## config.mk

```make
export PLATFORM = sky130hd
export DESIGN_NAME = acqd_top
export DESIGN_NICKNAME = d
export VERILOG_FILES = /design/src/rtl/acqd_pkg.sv /design/src/rtl/acqd_strobe_timer.sv /design/src/rtl/acqd_feedback.sv /design/src/rtl/acqd_channel.sv /design/src/rtl/acqd_top.sv
export SDC_FILE = /design/constraint.sdc
export NUM_CORES = 1
export LEC_CHECK = 0
export BUFFER_PORTS_ARGS = -buffer_cell sky130_fd_sc_hd__buf_2
export CELL_PAD_IN_SITES_DETAIL_PLACEMENT = 1
export CELL_PAD_IN_SITES_GLOBAL_PLACEMENT = 1
export CORE_UTILIZATION = 45
export DETAILED_ROUTE_END_ITERATION = 8
export PLACE_DENSITY = 0.75
export SYNTH_ARGS = -nofsm -noshare
export SYNTH_HDL_FRONTEND = slang
export SYNTH_SLANG_ARGS = --single-unit
export TNS_END_PERCENT = 30
```

## constraint.sdc

```tcl
create_clock -name clk -period 2.8 [get_ports clk]
set_input_delay 0.42 -clock clk [delete_from_list [all_inputs] [get_ports clk]]
set_output_delay 0.42 -clock clk [all_outputs]
set_load 0.1 [all_outputs]
```

## src/rtl/acqd_pkg.sv

```systemverilog
package acqd_pkg;

  localparam int LEGS = 2;
  localparam int GROUP_BITS = 4;
  localparam logic [GROUP_BITS-1:0] SIGN_FIX = 4'b0101;

  typedef struct packed {
    logic pos;
    logic neg;
  } leg_pair_t;

  function automatic int dump_period(input int clk_hz, input int rate_hz);
    return clk_hz / (rate_hz * 4);
  endfunction

  function automatic int total_width(input int period);
    return $clog2(2 * period + 5);
  endfunction

  function automatic logic [2:0] group_ones(input logic [GROUP_BITS-1:0] grp);
    logic [2:0] n;
    n = 3'd0;
    for (int b = 0; b < GROUP_BITS; b++) n = n + {2'b00, grp[b]};
    return n;
  endfunction

endpackage

```

## src/rtl/acqd_strobe_timer.sv

```systemverilog
module acqd_strobe_timer #(
  parameter int PERIOD = 375,
  localparam int CW = (PERIOD > 1) ? $clog2(PERIOD) : 1
) (
  input  logic clk,
  input  logic rst_n,
  output logic strobe
);

  localparam logic [CW-1:0] LAST = CW'(PERIOD - 1);

  logic [CW-1:0] cnt_q;

  assign strobe = (cnt_q == LAST);

  always_ff @(posedge clk or negedge rst_n) begin
    if (!rst_n) cnt_q <= '0;
    else if (strobe) cnt_q <= '0;
    else cnt_q <= cnt_q + 1'b1;
  end

  // the interval counter never leaves its period
  assert_count_in_period_R3: assert property (@(posedge clk) disable iff (!rst_n)
    cnt_q <= LAST);

  // a strobe always restarts the count
  assert_restart_after_strobe_R3: assert property (@(posedge clk) disable iff (!rst_n)
    strobe |=> (cnt_q == '0));

endmodule

```

## src/rtl/acqd_feedback.sv

```systemverilog
module acqd_feedback #(
  parameter int N = 4
) (
  input  logic         clk,
  input  logic         rst_n,
  input  logic [N-1:0] raw_in,
  output logic [N-1:0] fb_q
);

  always_ff @(posedge clk or negedge rst_n) begin
    if (!rst_n) fb_q <= '0;
    else fb_q <= ~raw_in;
  end

  // feedback is the inverse of the previous cycle's inputs
  assert_fb_inverse_R1: assert property (@(posedge clk) disable iff (!rst_n)
    1'b1 |=> (fb_q == ~$past(raw_in)));

endmodule

```

## src/rtl/acqd_channel.sv

```systemverilog
module acqd_channel
  import acqd_pkg::*;
#(
  parameter int PERIOD = 375,
  parameter int TOT_W = 10
) (
  input  logic             clk,
  input  logic             rst_n,
  input  logic             strobe,
  input  leg_pair_t        pair,
  output logic [TOT_W-1:0] total,
  output logic             valid
);

  localparam logic [TOT_W-1:0] MAX_TOT = TOT_W'(2 * PERIOD + 4);

  logic             second_half_q;
  leg_pair_t        first_q;
  logic [TOT_W-1:0] acc_q;
  logic [2:0]       grp_cnt;
  logic [TOT_W-1:0] acc_next;

  always_comb begin
    grp_cnt = 3'd0;
    if (second_half_q)
      grp_cnt = group_ones({first_q.pos, first_q.neg, pair.pos, pair.neg} ^ SIGN_FIX);
    acc_next = acc_q + TOT_W'(grp_cnt);
  end

  always_ff @(posedge clk or negedge rst_n) begin
    if (!rst_n) begin
      second_half_q <= 1'b0;
      first_q       <= '0;
    end else begin
      second_half_q <= ~second_half_q;
      if (!second_half_q) first_q <= pair;
    end
  end

  always_ff @(posedge clk or negedge rst_n) begin
    if (!rst_n) begin
      acc_q <= '0;
      total <= '0;
      valid <= 1'b0;
    end else begin
      valid <= strobe;
      if (strobe) begin
        total <= acc_next;
        acc_q <= '0;
      end else begin
        acc_q <= acc_next;
      end
    end
  end

  // the running total restarts while the dump is presented
  assert_clear_on_dump_R4: assert property (@(posedge clk) disable iff (!rst_n)
    valid |-> (acc_q <= TOT_W'(4)));

  // the running total stays within its guaranteed bound
  assert_no_overflow_R8: assert property (@(posedge clk) disable iff (!rst_n)
    acc_q <= MAX_TOT);

  // dumped data holds between pulses
  assert_hold_total_R6: assert property (@(posedge clk) disable iff (!rst_n)
    !valid |-> $stable(total));

  generate
    if (PERIOD > 1) begin : g_pulse
      // the valid flag is a single-clock pulse
      assert_single_pulse_R6: assert property (@(posedge clk) disable iff (!rst_n)
        valid |=> !valid);
    end
  endgenerate

endmodule

```

## src/rtl/acqd_top.sv

```systemverilog
module acqd_top
  import acqd_pkg::*;
#(
  parameter int CLK_HZ = 300_000_000,
  parameter int RATE_HZ = 200_000,
  localparam int PERIOD = dump_period(CLK_HZ, RATE_HZ),
  localparam int TOT_W = total_width(PERIOD)
) (
  input  logic             clk,
  input  logic             rst_n,
  input  logic             i_pos,
  input  logic             i_neg,
  input  logic             q_pos,
  input  logic             q_neg,
  output logic [3:0]       fb_out,
  output logic [TOT_W-1:0] i_total,
  output logic [TOT_W-1:0] q_total,
  output logic             dump_valid
);

  localparam int NCH = 2;

  logic             strobe;
  leg_pair_t        pair_v  [NCH];
  logic [TOT_W-1:0] total_v [NCH];
  logic             valid_v [NCH];

  assign pair_v[0] = '{pos: i_pos, neg: i_neg};
  assign pair_v[1] = '{pos: q_pos, neg: q_neg};

  acqd_strobe_timer #(.PERIOD(PERIOD)) u_timer (
    .clk(clk), .rst_n(rst_n), .strobe(strobe)
  );

  acqd_feedback #(.N(NCH * LEGS)) u_fb (
    .clk(clk), .rst_n(rst_n),
    .raw_in({i_pos, i_neg, q_pos, q_neg}),
    .fb_q(fb_out)
  );

  generate
    for (genvar ch = 0; ch < NCH; ch++) begin : g_ch
      acqd_channel #(.PERIOD(PERIOD), .TOT_W(TOT_W)) u_chan (
        .clk(clk), .rst_n(rst_n), .strobe(strobe),
        .pair(pair_v[ch]), .total(total_v[ch]), .valid(valid_v[ch])
      );
    end
  endgenerate

  assign i_total    = total_v[0];
  assign q_total    = total_v[1];
  assign dump_valid = valid_v[0];

  // both channels dump on the same edge
  assert_shared_dump_R7: assert property (@(posedge clk) disable iff (!rst_n)
    valid_v[0] == valid_v[1]);

  // a dump follows each strobe by one register
  assert_dump_follows_strobe_R3: assert property (@(posedge clk) disable iff (!rst_n)
    strobe |=> dump_valid);

endmodule

```

==> tab_implementation.tex, run 1 <==
\begin{tabular}{lr}
\hline
Metric & Value \\
\hline
\multicolumn{2}{l}{\textbf{Worst setup path}} \\
\quad Capturing point of the worst reg2reg path & g\_ch[0].u\_chan.total[3] \\
\quad Cell count of the worst reg-to-reg path & 13 \\
\quad Critical path peak fanout & 5 \\
\quad Critical path data required time & slightly above 3 ns \\
\quad Element type at the critical path end & register \\
\quad Reg-to-reg slack, setup & between 0.2 and 0.3 ns \\
\quad Longest individual stage delay on the worst path & about 0.46 ns \\
\quad Cell-by-cell listing of the critical path & buf\_2 -> inv\_1 -> ha\_1 -> inv\_1 -> fa\_1 -> inv\_1 -> ha\_1 -> and2\_4 -> ha\_1 -> a211oi\_1 -> or2\_4 -> or4\_1 -> nand3\_1 \\
\quad Class of the most critical setup path & primary input to register \\
\quad CP arrival & $\sim$2.9 ns \\
\quad Startpoint of the most critical register-to-register path & g\_ch[0].u\_chan.first\_q[1] \\
\quad Crit path launch type & primary input \\
\quad Slowest stage cell on the critical path & sky130\_fd\_sc\_hd\_\_or4\_1 \\
\multicolumn{2}{l}{\textbf{Drt}} \\
\quad Routed Wire Length & 5390 µm \\
\quad Via density per instance & $\sim$5.0 \\
\quad Number of DRC violations after detailed-routing iteration 0 & 72 \\
\quad Avg WL per Cell & between 10 and 15 µm \\
\quad Via count of the routed design & roughly 1.9k \\
\quad Pre-Repair DR Iteration Count & 4 \\
\quad \# DRC & 0 \\
\quad Number of routed nets with antenna violations & 0 \\
\multicolumn{2}{l}{\textbf{Synthesis}} \\
\quad Yosys top cell area share & between 50\% and 60\% \\
\quad Number of storage elements in the synthesis netlist & 60 \\
\quad Number of distinct library cells after synthesis & 33 \\
\quad Library cell with the largest summed area after synthesis & sky130\_fd\_sc\_hd\_\_dfrtp\_1 \\
\quad Synthesized area per cell & 10.5 µm² \\
\quad Area of the mapped netlist & approximately 2600 µm² \\
\quad Syn. warnings & 0 \\
\quad Syn nets & 275 \\
\quad Largest cells by area after synthesis & sky130\_fd\_sc\_hd\_\_dfrtp\_1 57\%, sky130\_fd\_sc\_hd\_\_ha\_1 5.7\%, sky130\_fd\_sc\_hd\_\_nand2\_1 5.1\% \\
\quad Async S/R FF share, synth & between 90\% and 100\% \\
\quad EDFF count, synth & 0 \\
\quad Ys flop type & sky130\_fd\_sc\_hd\_\_dfrtp\_1 \\
\quad Post-Synthesis Cells & approximately 250 \\
\quad Sequential element share of the synthesized area & a little under three fifths \\
\multicolumn{2}{l}{\textbf{Layout}} \\
\quad Filler cell count in the final layout & 632 \\
\quad Core occupancy in the finished layout & $\sim$57\% \\
\quad Area taken by multi-input logic gates & $\sim$1100 µm² \\
\quad Ratio of cells with drive above 1 in the final layout & between 20\% and 30\% \\
\quad Number of inserted diodes & 0 \\
\quad Commonest cells after routing, fill and taps aside & 60 x sky130\_fd\_sc\_hd\_\_dfrtp\_1, 36 x sky130\_fd\_sc\_hd\_\_nand2\_1, 30 x sky130\_fd\_sc\_hd\_\_buf\_2 \\
\quad Leading cell type in the layout, fill and taps excluded & sky130\_fd\_sc\_hd\_\_dfrtp\_1 \\
\quad Total number of nets in the final design & 324 \\
\quad Register Area & around 1500 µm² \\
\quad Layout area overhead & 19.9\% \\
\multicolumn{2}{l}{\textbf{CTS}} \\
\quad Inserted Clock Buffers & 9 \\
\quad Num Clock Sinks & 60 \\
\quad Hold buffer count at CTS & 0 \\
\quad TritonCTS clock tree & done \\
\quad Clock-pin slew reported for the worst setup and hold paths after clock tree synthesis & 0.07 ns \\
\quad Maximum clock path buffer count & 2 \\
\quad H-tree levels & 3 \\
\quad Clock root cell & sky130\_fd\_sc\_hd\_\_clkbuf\_8 \\
\quad Clock latency reported for the late side of the worst-skew pair & 0.33 ns \\
\multicolumn{2}{l}{\textbf{Pwr}} \\
\quad Portion of total power attributed to combinational logic & between 20\% and 30\% \\
\quad Clock network fraction of design power & $\sim$30\% \\
\quad Maximum vdd drop & 0.000395 V \\
\quad Areal power density over the cells & 766 nW/µm² \\
\quad Static Leakage & around 1.5 nW \\
\quad Int Power & between 1.5 and 2 mW \\
\quad Fraction of power spent switching nets & $\sim$31\% \\
\quad Net switching power & 0.759 mW \\
\quad Reg power frac & 44.1\% \\
\multicolumn{2}{l}{\textbf{Place}} \\
\quad Count of buffers from port buffering & 30 \\
\quad Detailed placement HPWL & 3960 µm \\
\quad Placer Congestion & between 0.7 and 0.8 \\
\multicolumn{2}{l}{\textbf{Floorplan}} \\
\quad Site row count & 27 \\
\quad DIE HEIGHT & around 79 µm \\
\quad Count of pins on the block boundary & 31 \\
\quad Full die area & 6190 µm² \\
\quad Die width & 78.7 µm \\
\quad Core box area & 5570 µm² \\
\quad Starting density of the core & between 40\% and 50\% \\
\multicolumn{2}{l}{\textbf{GRT}} \\
\quad First-pass GRT wire length & about 9500 µm \\
\quad Number of global-route vias before repair & $\sim$2.1k \\
\quad Global routing usage summed across all routing layers & 20.4\% \\
\quad Pin count of the biggest net entering global routing & 29 \\
\quad Initial antenna violation count & 0 \\
\quad Final global-route overflow total & 0 \\
\multicolumn{2}{l}{\textbf{STA}} \\
\quad Max Clock Skew & slightly below 0.009 ns \\
\quad Maximum frequency from static timing analysis & about 380 MHz \\
\quad Final number of hold-violating endpoints & 0 \\
\quad Unrepaired setup endpoints after global routing & yes \\
\quad Finish-stage setup viols & 0 \\
\quad Relative slew margins & around 57\% \\
\quad Total negative slack & 0 ns \\
\quad Actual transition at the worst max-transition pin & approximately 0.64 ns \\
\quad Period utilisation layout & between 90\% and 100\% \\
\quad Max-slew violation count & 0 \\
\quad Crit path time final & $\sim$2.6 ns \\
\multicolumn{2}{l}{\textbf{Flow run}} \\
\quad Number of maximum-capacitance constraint violations & 0 \\
\multicolumn{2}{l}{\textbf{Min path}} \\
\quad Class of the most critical hold timing path & primary input to async pin \\
\multicolumn{2}{l}{\textbf{Run status}} \\
\quad Outcome & finished, final reports clean \\
\hline
\end{tabular}
==> Yosys cell counts, types with 2 or more instances <==
cell,count
sky130_fd_sc_hd__or2_2,2
sky130_fd_sc_hd__ha_1,12
sky130_fd_sc_hd__fa_1,4
sky130_fd_sc_hd__nor3b_1,2
sky130_fd_sc_hd__inv_1,19
sky130_fd_sc_hd__xor2_1,11
sky130_fd_sc_hd__nor2_1,27
sky130_fd_sc_hd__xnor2_1,8
sky130_fd_sc_hd__clkbuf_1,4
sky130_fd_sc_hd__nand3_1,7
sky130_fd_sc_hd__o21ai_0,24
sky130_fd_sc_hd__buf_2,3
sky130_fd_sc_hd__nand4_1,3
sky130_fd_sc_hd__a21oi_1,3
sky130_fd_sc_hd__nor3_1,2
sky130_fd_sc_hd__a21o_1,2
sky130_fd_sc_hd__or3_1,4
sky130_fd_sc_hd__nand2_1,36
sky130_fd_sc_hd__a211oi_1,2
sky130_fd_sc_hd__and2_1,6
sky130_fd_sc_hd__dfrtp_1,60
==> flip-flops by register name (all words and copies together) (netlist names) <==
signal                     count
u_fb.fb_q                      4
g_ch.u_chan.acc_q             20
g_ch.u_chan.valid              1
u_timer.cnt_q                  9
g_ch.u_chan.total             20
g_ch.u_chan.first_q            4
g_ch.u_chan.second_half_q      2
==> how the worst max path moves through the flow <==
stage,start,end,slack [ns],cells after the start
after floorplan,q_neg,g_ch[1].u_chan.total[9],0.02,12
after global placement,i_neg,g_ch[0].u_chan.total[9],-0.21,16
after detailed placement,q_neg,g_ch[1].u_chan.total[9],-0.22,13
after CTS,q_neg,g_ch[1].u_chan.total[9],0.13,13
after global routing,i_neg,g_ch[0].u_chan.total[3],-0.009,16
final,q_neg,g_ch[1].u_chan.total[9],0.15,13
==> critical path: cells and delay by family <==
family	cells	cell delay, ns
adder cells (fa/ha/maj)	4	1.17
AND/OR/NAND/NOR	4	0.98
buffers and inverters	4	0.24
AO/OA/AOI/OAI	1	0.09
==> logic make-up after synthesis <==
kind of cell	synth area share [%]
AOI/OAI and AO/OA	7.33
and+or+nand+nor	17.0
buffers and inverters	3.97
DFF	56.7
xor gates and xnor gates	6.29
adders and majority gates	8.70
==> through the flow <==
stage               total power [mW]  cell area [µm²]  worst slack, ns  std cells  hold WS [ns]
floorplan                       1.49             2650           0.0185        253         0.124
global placement                1.66             2970           -0.207        363         0.455
detailed placement              1.71             2970           -0.220        363         0.467
CTS                             2.47             3160            0.131        379         0.120
global route                    2.58             3170         -0.00898        379         0.163
finish                          2.43             3170            0.151        379         0.113
==> routing by layer <==
| metal | vias up | track usage (%) | routed length [µm] |
|---|---|---|---|
| met4 | 0 | 9.44 | 85 |
| met5 | - | 0 | 0 |
| met2 | 27 | 37.0 | 2800 |
| met1 | 947 | 23.4 | 2370 |
| li1 | 924 | - | - |
| met3 | 9 | 3.49 | 138 |
==> area by class of cell <==
cell class | count | area share [%]
clock buffer | 11 | 4.14
clock inverter | 5 | 1.66
multi-input combinational | 166 | 33.4
sequential | 60 | 47.3
tap | 72 | 2.84
inverter | 20 | 2.37
timing repair buffer | 45 | 8.28
==> power by group through the flow <==
stage	clock network [mW]	logic, mW	registers, mW
floorplan	0	0.401	1.09
global placement	0	0.585	1.08
detailed placement	0	0.626	1.08
CTS	0.764	0.633	1.07
global route	0.788	0.710	1.09
finish	0.737	0.621	1.07
==> what timing repair did <==
item | in CTS | in global routing
setup endpoints to repair | 0 | 3
buffers inserted | 0 | 0
gates resized for setup | 0 | 2
No activity file was read; power rests on OpenSTA's default activity.
==> run 2: changes to the inputs <==
--- a/config.mk
+++ b/config.mk
@@ -8,10 +8,11 @@
 export BUFFER_PORTS_ARGS = -buffer_cell sky130_fd_sc_hd__buf_2
 export CELL_PAD_IN_SITES_DETAIL_PLACEMENT = 1
 export CELL_PAD_IN_SITES_GLOBAL_PLACEMENT = 1
-export CORE_UTILIZATION = 45
+export CORE_UTILIZATION = 46
 export DETAILED_ROUTE_END_ITERATION = 8
-export PLACE_DENSITY = 0.75
+export PLACE_DENSITY = 0.76
 export SYNTH_ARGS = -nofsm -noshare
 export SYNTH_HDL_FRONTEND = slang
+export SYNTH_HIERARCHICAL = 1
 export SYNTH_SLANG_ARGS = --single-unit
 export TNS_END_PERCENT = 30
==> tab_implementation.tex, run 2 <==
\begin{tabular}{lr}
\hline
Metric & Value \\
\hline
\multicolumn{2}{l}{\textbf{Run status}} \\
\quad Outcome & finished, final reports clean (unchanged) \\
\multicolumn{2}{l}{\textbf{CTS}} \\
\quad Clock root cell & sky130\_fd\_sc\_hd\_\_clkbuf\_8 (unchanged) \\
\quad Clock latency reported for the late side of the worst-skew pair & 0.33 ns (about the same) \\
\quad Clock-pin slew reported for the worst setup and hold paths after clock tree synthesis & 0.06 ns (was 0.07 ns) \\
\quad H-tree levels & 3 (unchanged) \\
\quad Maximum clock path buffer count & 2 (unchanged) \\
\quad TritonCTS clock tree & done (unchanged) \\
\quad Hold buffer count at CTS & 0 (unchanged) \\
\quad Inserted Clock Buffers & 9 (unchanged) \\
\quad Num Clock Sinks & 60 (unchanged) \\
\multicolumn{2}{l}{\textbf{GRT}} \\
\quad First-pass GRT wire length & 9840 µm (was 9540 µm) \\
\quad Number of global-route vias before repair & 2069 (was 2105) \\
\quad Initial antenna violation count & 0 (unchanged) \\
\quad Final global-route overflow total & 0 (unchanged) \\
\quad Global routing usage summed across all routing layers & 21.1\% (was 20.4\%) \\
\quad Pin count of the biggest net entering global routing & 40 (was 29) \\
\multicolumn{2}{l}{\textbf{Worst setup path}} \\
\quad Element type at the critical path end & register (unchanged) \\
\quad End point of the critical path & g\_ch[1].u\_chan/total[4] (was g\_ch[1].u\_chan.total[9]) \\
\quad Reg-to-reg slack, setup & 0.32 ns (was 0.25 ns) \\
\quad Critical path data required time & 2.99 ns (was 3.06 ns) \\
\quad Cell count of the worst reg-to-reg path & 11 (was 13) \\
\quad Critical path peak fanout & 3 (was 5) \\
\quad Class of the most critical setup path & primary input to register (unchanged) \\
\quad Longest individual stage delay on the worst path & 0.41 ns (was 0.46 ns) \\
\quad Slowest stage cell on the critical path & sky130\_fd\_sc\_hd\_\_fa\_1 (was sky130\_fd\_sc\_hd\_\_or4\_1) \\
\quad Startpoint of the most critical setup path & q\_neg (unchanged) \\
\quad Most frequent cell on the critical path & sky130\_fd\_sc\_hd\_\_inv\_1 \\
\quad CP arrival & 2.79 ns (was 2.91 ns) \\
\quad Startpoint of the most critical register-to-register path & g\_ch[0].u\_chan/first\_q[1] (was g\_ch[0].u\_chan.first\_q[1]) \\
\quad Cell-by-cell listing of the critical path & buf\_2 -> inv\_1 -> ha\_1 -> inv\_1 -> fa\_1 -> nor2\_1 -> ha\_1 -> inv\_1 -> fa\_1 -> nor2b\_1 -> o21ai\_0 -> xor2\_1 -> a21oi\_1 (was buf\_2 -> inv\_1 -> ha\_1 -> inv\_1 -> fa\_1 -> inv\_1 -> ha\_1 -> and2\_4 -> ha\_1 -> a211oi\_1 -> or2\_4 -> or4\_1 -> nand3\_1) \\
\quad Capturing point of the worst reg2reg path & g\_ch[0].u\_chan/total[5] (was g\_ch[0].u\_chan.total[3]) \\
\quad Crit path launch type & primary input (unchanged) \\
\multicolumn{2}{l}{\textbf{STA}} \\
\quad Max Clock Skew & 0.00446 ns (was 0.00891 ns) \\
\quad Final number of hold-violating endpoints & 0 (unchanged) \\
\quad Unrepaired setup endpoints after global routing & no (was yes) \\
\quad Crit path time final & 2.59 ns (was 2.65 ns) \\
\quad Actual transition at the worst max-transition pin & 0.705 ns (was 0.642 ns) \\
\quad Relative slew margins & 53.0\% (was 57.2\%) \\
\quad Max-slew violation count & 0 (unchanged) \\
\quad Total negative slack & 0 ns (unchanged) \\
\quad Finish-stage setup viols & 0 (unchanged) \\
\quad Maximum frequency from static timing analysis & 386 MHz (was 377 MHz) \\
\quad Worst hold slack after final layout & 0.136 ns (was 0.113 ns) \\
\quad Period utilisation layout & 92.5\% (was 94.6\%) \\
\multicolumn{2}{l}{\textbf{Place}} \\
\quad Count of buffers from port buffering & 30 (unchanged) \\
\quad Cells after DPL & 360 (was 363) \\
\quad Placer Congestion & 0.757 (was 0.753) \\
\quad Detailed placement HPWL & 3840 µm (was 3960 µm) \\
\multicolumn{2}{l}{\textbf{Floorplan}} \\
\quad Full die area & 6250 µm² (was 6190 µm²) \\
\quad Count of pins on the block boundary & 31 (unchanged) \\
\quad DIE HEIGHT & 79.1 µm (was 78.7 µm) \\
\quad Starting density of the core & 48.7\% (was 47.5\%) \\
\quad Site row count & 27 (unchanged) \\
\quad Die width & 79.1 µm (was 78.7 µm) \\
\quad Core box area & 5610 µm² (was 5570 µm²) \\
\multicolumn{2}{l}{\textbf{Pwr}} \\
\quad Maximum vdd drop & 0.000398 V (was 0.000395 V) \\
\quad Total Power & 2.44 mW (was 2.43 mW) \\
\quad Areal power density over the cells & 754 nW/µm² (was 766 nW/µm²) \\
\quad Static Leakage & 1.56 nW (was 1.55 nW) \\
\multicolumn{2}{l}{\textbf{Layout}} \\
\quad Ratio of cells with drive above 1 in the final layout & 23.4\% (was 20.8\%) \\
\quad Total number of nets in the final design & 321 (was 324) \\
\quad Register Area & 1500 µm² (unchanged) \\
\quad Area taken by multi-input logic gates & 1090 µm² (was 1060 µm²) \\
\quad Registers with the highest flip-flop counts & g\_ch.u\_chan/acc\_q (20), g\_ch.u\_chan/total (20), u\_timer/cnt\_q (9) (was g\_ch.u\_chan.acc\_q (20), g\_ch.u\_chan.total (20), u\_timer.cnt\_q (9)) \\
\quad Commonest cells after routing, fill and taps aside & 60 x sky130\_fd\_sc\_hd\_\_dfrtp\_1, 41 x sky130\_fd\_sc\_hd\_\_nor2\_1, 32 x sky130\_fd\_sc\_hd\_\_inv\_1 (was 60 x sky130\_fd\_sc\_hd\_\_dfrtp\_1, 36 x sky130\_fd\_sc\_hd\_\_nand2\_1, 30 x sky130\_fd\_sc\_hd\_\_buf\_2) \\
\quad Layout area overhead & 18.2\% (was 19.9\%) \\
\quad Filler cell count in the final layout & 643 (was 632) \\
\quad Leading cell type in the layout, fill and taps excluded & sky130\_fd\_sc\_hd\_\_dfrtp\_1 (unchanged) \\
\quad Core occupancy in the finished layout & 57.6\% (was 56.9\%) \\
\quad Number of inserted diodes & 0 (unchanged) \\
\quad Final cell count without fillers & 375 (was 379) \\
\multicolumn{2}{l}{\textbf{Drt}} \\
\quad Pre-Repair DR Iteration Count & 4 (unchanged) \\
\quad \# DRC & 0 (unchanged) \\
\quad Via density per instance & 4.98 (was 5.03) \\
\quad Via count of the routed design & 1867 (was 1907) \\
\quad Avg WL per Cell & 14.8 µm (was 14.2 µm) \\
\quad Number of DRC violations after detailed-routing iteration 0 & 81 (was 72) \\
\quad Routed Wire Length & 5540 µm (was 5390 µm) \\
\quad Number of routed nets with antenna violations & 0 (unchanged) \\
\multicolumn{2}{l}{\textbf{Synthesis}} \\
\quad Syn nets & 273 (was 275) \\
\quad Syn. warnings & 6 (was 0) \\
\quad Synthesized area per cell & 10.9 µm² (was 10.5 µm²) \\
\quad Area of the mapped netlist & 2730 µm² (was 2650 µm²) \\
\quad Post-Synthesis Cells & 251 (was 253) \\
\multicolumn{2}{l}{\textbf{Min path}} \\
\quad Class of the most critical hold timing path & primary input to async pin (unchanged) \\
\multicolumn{2}{l}{\textbf{Flow run}} \\
\quad Number of maximum-capacitance constraint violations & 0 (unchanged) \\
\hline
\end{tabular}
==> run 2: repair_timing <==
| action | CTS | global route |
|---|---|---|
| gates resized for setup | 0 | 1 |
| endpoints found under the setup margin | 0 | 1 |
| setup buffers | 0 | 0 |
| endpoints found under the hold margin | 0 | 0 |
==> run 2: report_power, final <==
part / switching [mW] / total, mW / leakage [nW] / internal [mW]
Clock: 0.306 / 0.668 / 0.0893 / 0.362
Sequential: 0.112 / 1.10 / 0.673 / 0.988
Combinational: 0.380 / 0.667 / 0.797 / 0.286
Total: 0.799 / 2.44 / 1.56 / 1.64
==> run 2: through the flow <==
step / setup slack (ns) / instance area [µm²]
global route: 0.0363 / 3230
CTS: 0.192 / 3230
floorplan: 0.191 / 2730
detailed placement: -0.143 / 3060
finish: 0.209 / 3230
global placement: -0.0432 / 3060
==> run 2: critical path: cells and delay by family <==
family	cells	cell delay, ns
adders and majority gates	4	1.30
and+or+nand+nor	2	0.32
buffers and inverters	4	0.29
AOI/OAI and AO/OA	2	0.24
xor gates and xnor gates	1	0.23
==> run 2: worst min-delay path by stage <==
stage                             from  slack [ns]  cells after the start                       to
6_report                         rst_n        0.14                      1             u_fb/fb_q[0]
5_1_grt                          rst_n        0.19                      1             u_fb/fb_q[0]
4_1_cts                          rst_n        0.16                      1             u_fb/fb_q[0]
3_5_place_dp   g_ch[1].u_chan/total[0]        0.49                      1  g_ch[1].u_chan/total[0]
3_3_place_gp          u_timer/cnt_q[0]        0.47                      1         u_timer/cnt_q[0]
2_1_floorplan                    rst_n        0.12                      0  g_ch[0].u_chan/acc_q[0]
==> run 2: cell type report <==
| class | instances | share of cell area, % |
|---|---|---|
| flip-flops and latches | 60 | 46.5 |
| multi-input cells | 153 | 33.7 |
| repair buffers | 43 | 8.06 |
| clock buffers | 13 | 4.92 |
| inverters | 32 | 3.72 |
| well taps | 72 | 2.79 |
| clock inverters | 2 | 0.310 |
==> run 2: routing by layer <==
metal | vias up | share of wire (%) | GRT usage [%]
met1 | 932 | 44 | 26.1
met3 | 8 | 2.5 | 4.48
met4 | 0 | 1.4 | 10.2
met5 | - | 0 | 0
met2 | 23 | 52 | 34.9
li1 | 904 | - | -
==> run 3: changes to the inputs <==
--- a/config.mk
+++ b/config.mk
@@ -8,9 +8,9 @@
 export BUFFER_PORTS_ARGS = -buffer_cell sky130_fd_sc_hd__buf_2
 export CELL_PAD_IN_SITES_DETAIL_PLACEMENT = 1
 export CELL_PAD_IN_SITES_GLOBAL_PLACEMENT = 1
-export CORE_UTILIZATION = 46
+export CORE_UTILIZATION = 31
 export DETAILED_ROUTE_END_ITERATION = 8
-export PLACE_DENSITY = 0.76
+export PLACE_DENSITY = 0.54
 export SYNTH_ARGS = -nofsm -noshare
 export SYNTH_HDL_FRONTEND = slang
 export SYNTH_HIERARCHICAL = 1
==> tab_implementation.tex, run 3 (synthesis results as in run 2) <==
\begin{tabular}{lr}
\hline
Metric & Value \\
\hline
\multicolumn{2}{l}{\textbf{Run status}} \\
\quad Outcome & finished, final reports clean (unchanged) \\
\multicolumn{2}{l}{\textbf{Pwr}} \\
\quad Maximum vdd drop & 0.000273 V (was 0.000398 V) \\
\quad Static Leakage & 1.57 nW (was 1.56 nW) \\
\quad Areal power density over the cells & 739 nW/µm² (was 754 nW/µm²) \\
\multicolumn{2}{l}{\textbf{Worst setup path}} \\
\quad Slowest stage cell on the critical path & sky130\_fd\_sc\_hd\_\_fa\_1 (unchanged) \\
\quad Most frequent cell on the critical path & sky130\_fd\_sc\_hd\_\_inv\_1 (unchanged) \\
\quad CP arrival & 2.74 ns (was 2.79 ns) \\
\quad Element type at the critical path end & register (unchanged) \\
\quad Critical path peak fanout & 4 (was 3) \\
\quad Startpoint of the most critical setup path & i\_neg (was q\_neg) \\
\quad Cell count of the worst reg-to-reg path & 11 (unchanged) \\
\quad Cell-by-cell listing of the critical path & buf\_2 -> inv\_1 -> ha\_1 -> inv\_1 -> fa\_1 -> inv\_1 -> ha\_1 -> nand2\_1 -> inv\_1 -> ha\_1 -> a211oi\_2 -> buf\_4 -> nor3\_1 -> xnor2\_1 -> a21oi\_1 (was buf\_2 -> inv\_1 -> ha\_1 -> inv\_1 -> fa\_1 -> nor2\_1 -> ha\_1 -> inv\_1 -> fa\_1 -> nor2b\_1 -> o21ai\_0 -> xor2\_1 -> a21oi\_1) \\
\quad Longest individual stage delay on the worst path & 0.37 ns (was 0.41 ns) \\
\quad Crit path launch type & primary input (unchanged) \\
\quad Startpoint of the most critical register-to-register path & g\_ch[1].u\_chan/first\_q[1] (was g\_ch[0].u\_chan/first\_q[1]) \\
\quad Class of the most critical setup path & primary input to register (unchanged) \\
\quad Capturing point of the worst reg2reg path & g\_ch[1].u\_chan/total[4] (was g\_ch[0].u\_chan/total[5]) \\
\quad Reg-to-reg slack, setup & 0.41 ns (was 0.32 ns) \\
\quad Critical path data required time & 3.02 ns (was 2.99 ns) \\
\multicolumn{2}{l}{\textbf{STA}} \\
\quad Max Clock Skew & 0.00877 ns (was 0.00446 ns) \\
\quad Finish-stage setup viols & 0 (unchanged) \\
\quad Final number of hold-violating endpoints & 0 (unchanged) \\
\quad Period utilisation layout & 90.0\% (was 92.5\%) \\
\quad Worst hold slack after final layout & 0.236 ns (was 0.136 ns) \\
\quad Unrepaired setup endpoints after global routing & no (unchanged) \\
\quad Crit path time final & 2.52 ns (was 2.59 ns) \\
\quad Max-slew violation count & 0 (unchanged) \\
\quad Maximum frequency from static timing analysis & 397 MHz (was 386 MHz) \\
\quad Actual transition at the worst max-transition pin & 0.495 ns (was 0.705 ns) \\
\quad Relative slew margins & 67.2\% (was 53.0\%) \\
\multicolumn{2}{l}{\textbf{Floorplan}} \\
\quad Core box area & 8380 µm² (was 5610 µm²) \\
\quad Die width & 95.9 µm (was 79.1 µm) \\
\quad Count of pins on the block boundary & 31 (unchanged) \\
\quad DIE HEIGHT & 95.9 µm (was 79.1 µm) \\
\quad Site row count & 33 (was 27) \\
\quad Starting density of the core & 32.6\% (was 48.7\%) \\
\quad Full die area & 9190 µm² (was 6250 µm²) \\
\multicolumn{2}{l}{\textbf{Drt}} \\
\quad Pre-Repair DR Iteration Count & 3 (was 4) \\
\quad Routed Wire Length & 5300 µm (was 5540 µm) \\
\quad Avg WL per Cell & 12.9 µm (was 14.8 µm) \\
\quad Via count of the routed design & 1843 (was 1867) \\
\quad Number of DRC violations after detailed-routing iteration 0 & 37 (was 81) \\
\quad Number of routed nets with antenna violations & 0 (unchanged) \\
\quad \# DRC & 0 (unchanged) \\
\quad Via density per instance & 4.48 (was 4.98) \\
\multicolumn{2}{l}{\textbf{Min path}} \\
\quad Endpoint, Worst Hold & u\_fb/fb\_q[2] \\
\quad Class of the most critical hold timing path & primary input to register (was primary input to async pin) \\
\quad Hold Path Stages & 2 \\
\quad Launch instance of the worst min-delay path & i\_neg \\
\multicolumn{2}{l}{\textbf{Layout}} \\
\quad Final standard cell area without fillers & 3290 µm² (was 3230 µm²) \\
\quad Ratio of cells with drive above 1 in the final layout & 23.5\% (was 23.4\%) \\
\quad Final cell count without fillers & 411 (was 375) \\
\quad Registers with the highest flip-flop counts & g\_ch.u\_chan/acc\_q (20), g\_ch.u\_chan/total (20), u\_timer/cnt\_q (9) (unchanged) \\
\quad Number of inserted diodes & 0 (unchanged) \\
\quad Layout area overhead & 20.5\% (was 18.2\%) \\
\quad Commonest cells after routing, fill and taps aside & 60 x sky130\_fd\_sc\_hd\_\_dfrtp\_1, 41 x sky130\_fd\_sc\_hd\_\_nor2\_1, 32 x sky130\_fd\_sc\_hd\_\_inv\_1 (unchanged) \\
\quad Leading cell type in the layout, fill and taps excluded & sky130\_fd\_sc\_hd\_\_dfrtp\_1 (unchanged) \\
\quad Total number of nets in the final design & 324 (was 321) \\
\multicolumn{2}{l}{\textbf{Place}} \\
\quad Count of buffers from port buffering & 30 (unchanged) \\
\quad Placer Congestion & 0.727 (was 0.757) \\
\quad Area of placed instances & 3110 µm² (was 3060 µm²) \\
\quad Detailed placement HPWL & 3640 µm (was 3840 µm) \\
\quad Cells after DPL & 395 (was 360) \\
\multicolumn{2}{l}{\textbf{CTS}} \\
\quad Clock latency reported for the late side of the worst-skew pair & 0.34 ns (was 0.33 ns) \\
\quad Clock root cell & sky130\_fd\_sc\_hd\_\_clkbuf\_8 (unchanged) \\
\quad TritonCTS clock tree & done (unchanged) \\
\quad H-tree levels & 3 (unchanged) \\
\quad Maximum clock path buffer count & 2 (unchanged) \\
\quad Clock-pin slew reported for the worst setup and hold paths after clock tree synthesis & 0.07 ns (was 0.06 ns) \\
\quad Inserted Clock Buffers & 9 (unchanged) \\
\quad Num Clock Sinks & 60 (unchanged) \\
\quad Count of instances resized after the clock tree is built & 0 (unchanged) \\
\multicolumn{2}{l}{\textbf{GRT}} \\
\quad Final global-route overflow total & 0 (unchanged) \\
\quad Number of global-route vias before repair & 1946 (was 2069) \\
\quad Initial antenna violation count & 0 (unchanged) \\
\quad First-pass GRT wire length & 9140 µm (was 9840 µm) \\
\quad Global routing usage summed across all routing layers & 13.6\% (was 21.1\%) \\
\quad Pin count of the biggest net entering global routing & 59 (was 40) \\
\multicolumn{2}{l}{\textbf{Flow run}} \\
\quad Number of maximum-capacitance constraint violations & 0 (unchanged) \\
\hline
\end{tabular}
run 3: cell types whose count changed in the layout (fill, tap and decap cells not counted), sizes merged:
cell,previous run,this run
buf,43,45
dlygate4sd3,0,1
run 3: power breakdown:
part	leakage [nW]	internal (mW)	total, mW	switching (mW)
combinational	0.808	0.290	0.648	0.359
sequential	0.673	0.988	1.09	0.101
clock	0.0893	0.362	0.695	0.332
run 3: worst max-delay path: cells and delay by family:
| family | cells | cell delay, ns |
|---|---|---|
| AO/OA/AOI/OAI | 2 | 0.33 |
| AND/OR/NAND/NOR | 2 | 0.17 |
| buffers and inverters | 6 | 0.45 |
| XOR/XNOR | 1 | 0.23 |
| adder cells (fa/ha/maj) | 4 | 1.14 |
run 3: worst max path at each step:
stage	slack, ns	depth (start not counted)	endpoint
finish	0.28	15	g_ch[0].u_chan/total[5]
global route	0.09	13	g_ch[0].u_chan/total[6]
CTS	0.26	15	g_ch[0].u_chan/total[5]
detailed placement	-0.10	15	g_ch[0].u_chan/total[5]
global placement	-0.06	14	g_ch[0].u_chan/total[8]
floorplan	0.19	13	g_ch[0].u_chan/total[5]
run 3: metrics by stage:
stage	setup slack [ns]	TNS, ns	total power [mW]	util, %
4_1_cts	0.264	0	2.49	39.3
5_1_grt	0.0939	0	2.62	39.3
3_5_place_dp	-0.103	-1.25	1.77	37.2
6_report	0.280	0	2.43	39.3
2_1_floorplan	0.191	0	1.53	-
3_3_place_gp	-0.0599	-0.356	1.74	37.2
run 3: repair_timing:
item	CTS	global route
endpoints found under the setup margin	0	0
hold buffers	1	0
endpoints found under the hold margin	12	0
buffers inserted	0	0
run 3: layout make-up:
type | instances | area (µm²)
Inverter | 32 | 120
Timing Repair Buffer | 46 | 285
Sequential cell | 60 | 1500
Clock buffer | 13 | 159
Clock inverter | 2 | 10.0
Multi-Input combinational cell | 153 | 1090
Fill cell | 975 | 5090
Tap cell | 105 | 131
run 3: metal layers:
metal / GRT usage, % / up-vias / wire (µm)
li1: - / 914 / -
met1: 16.2 / 893 / 2400
met2: 21.8 / 26 / 2580
met3: 4.11 / 10 / 183
met4: 7.84 / 0 / 131
met5: 0 / - / 0
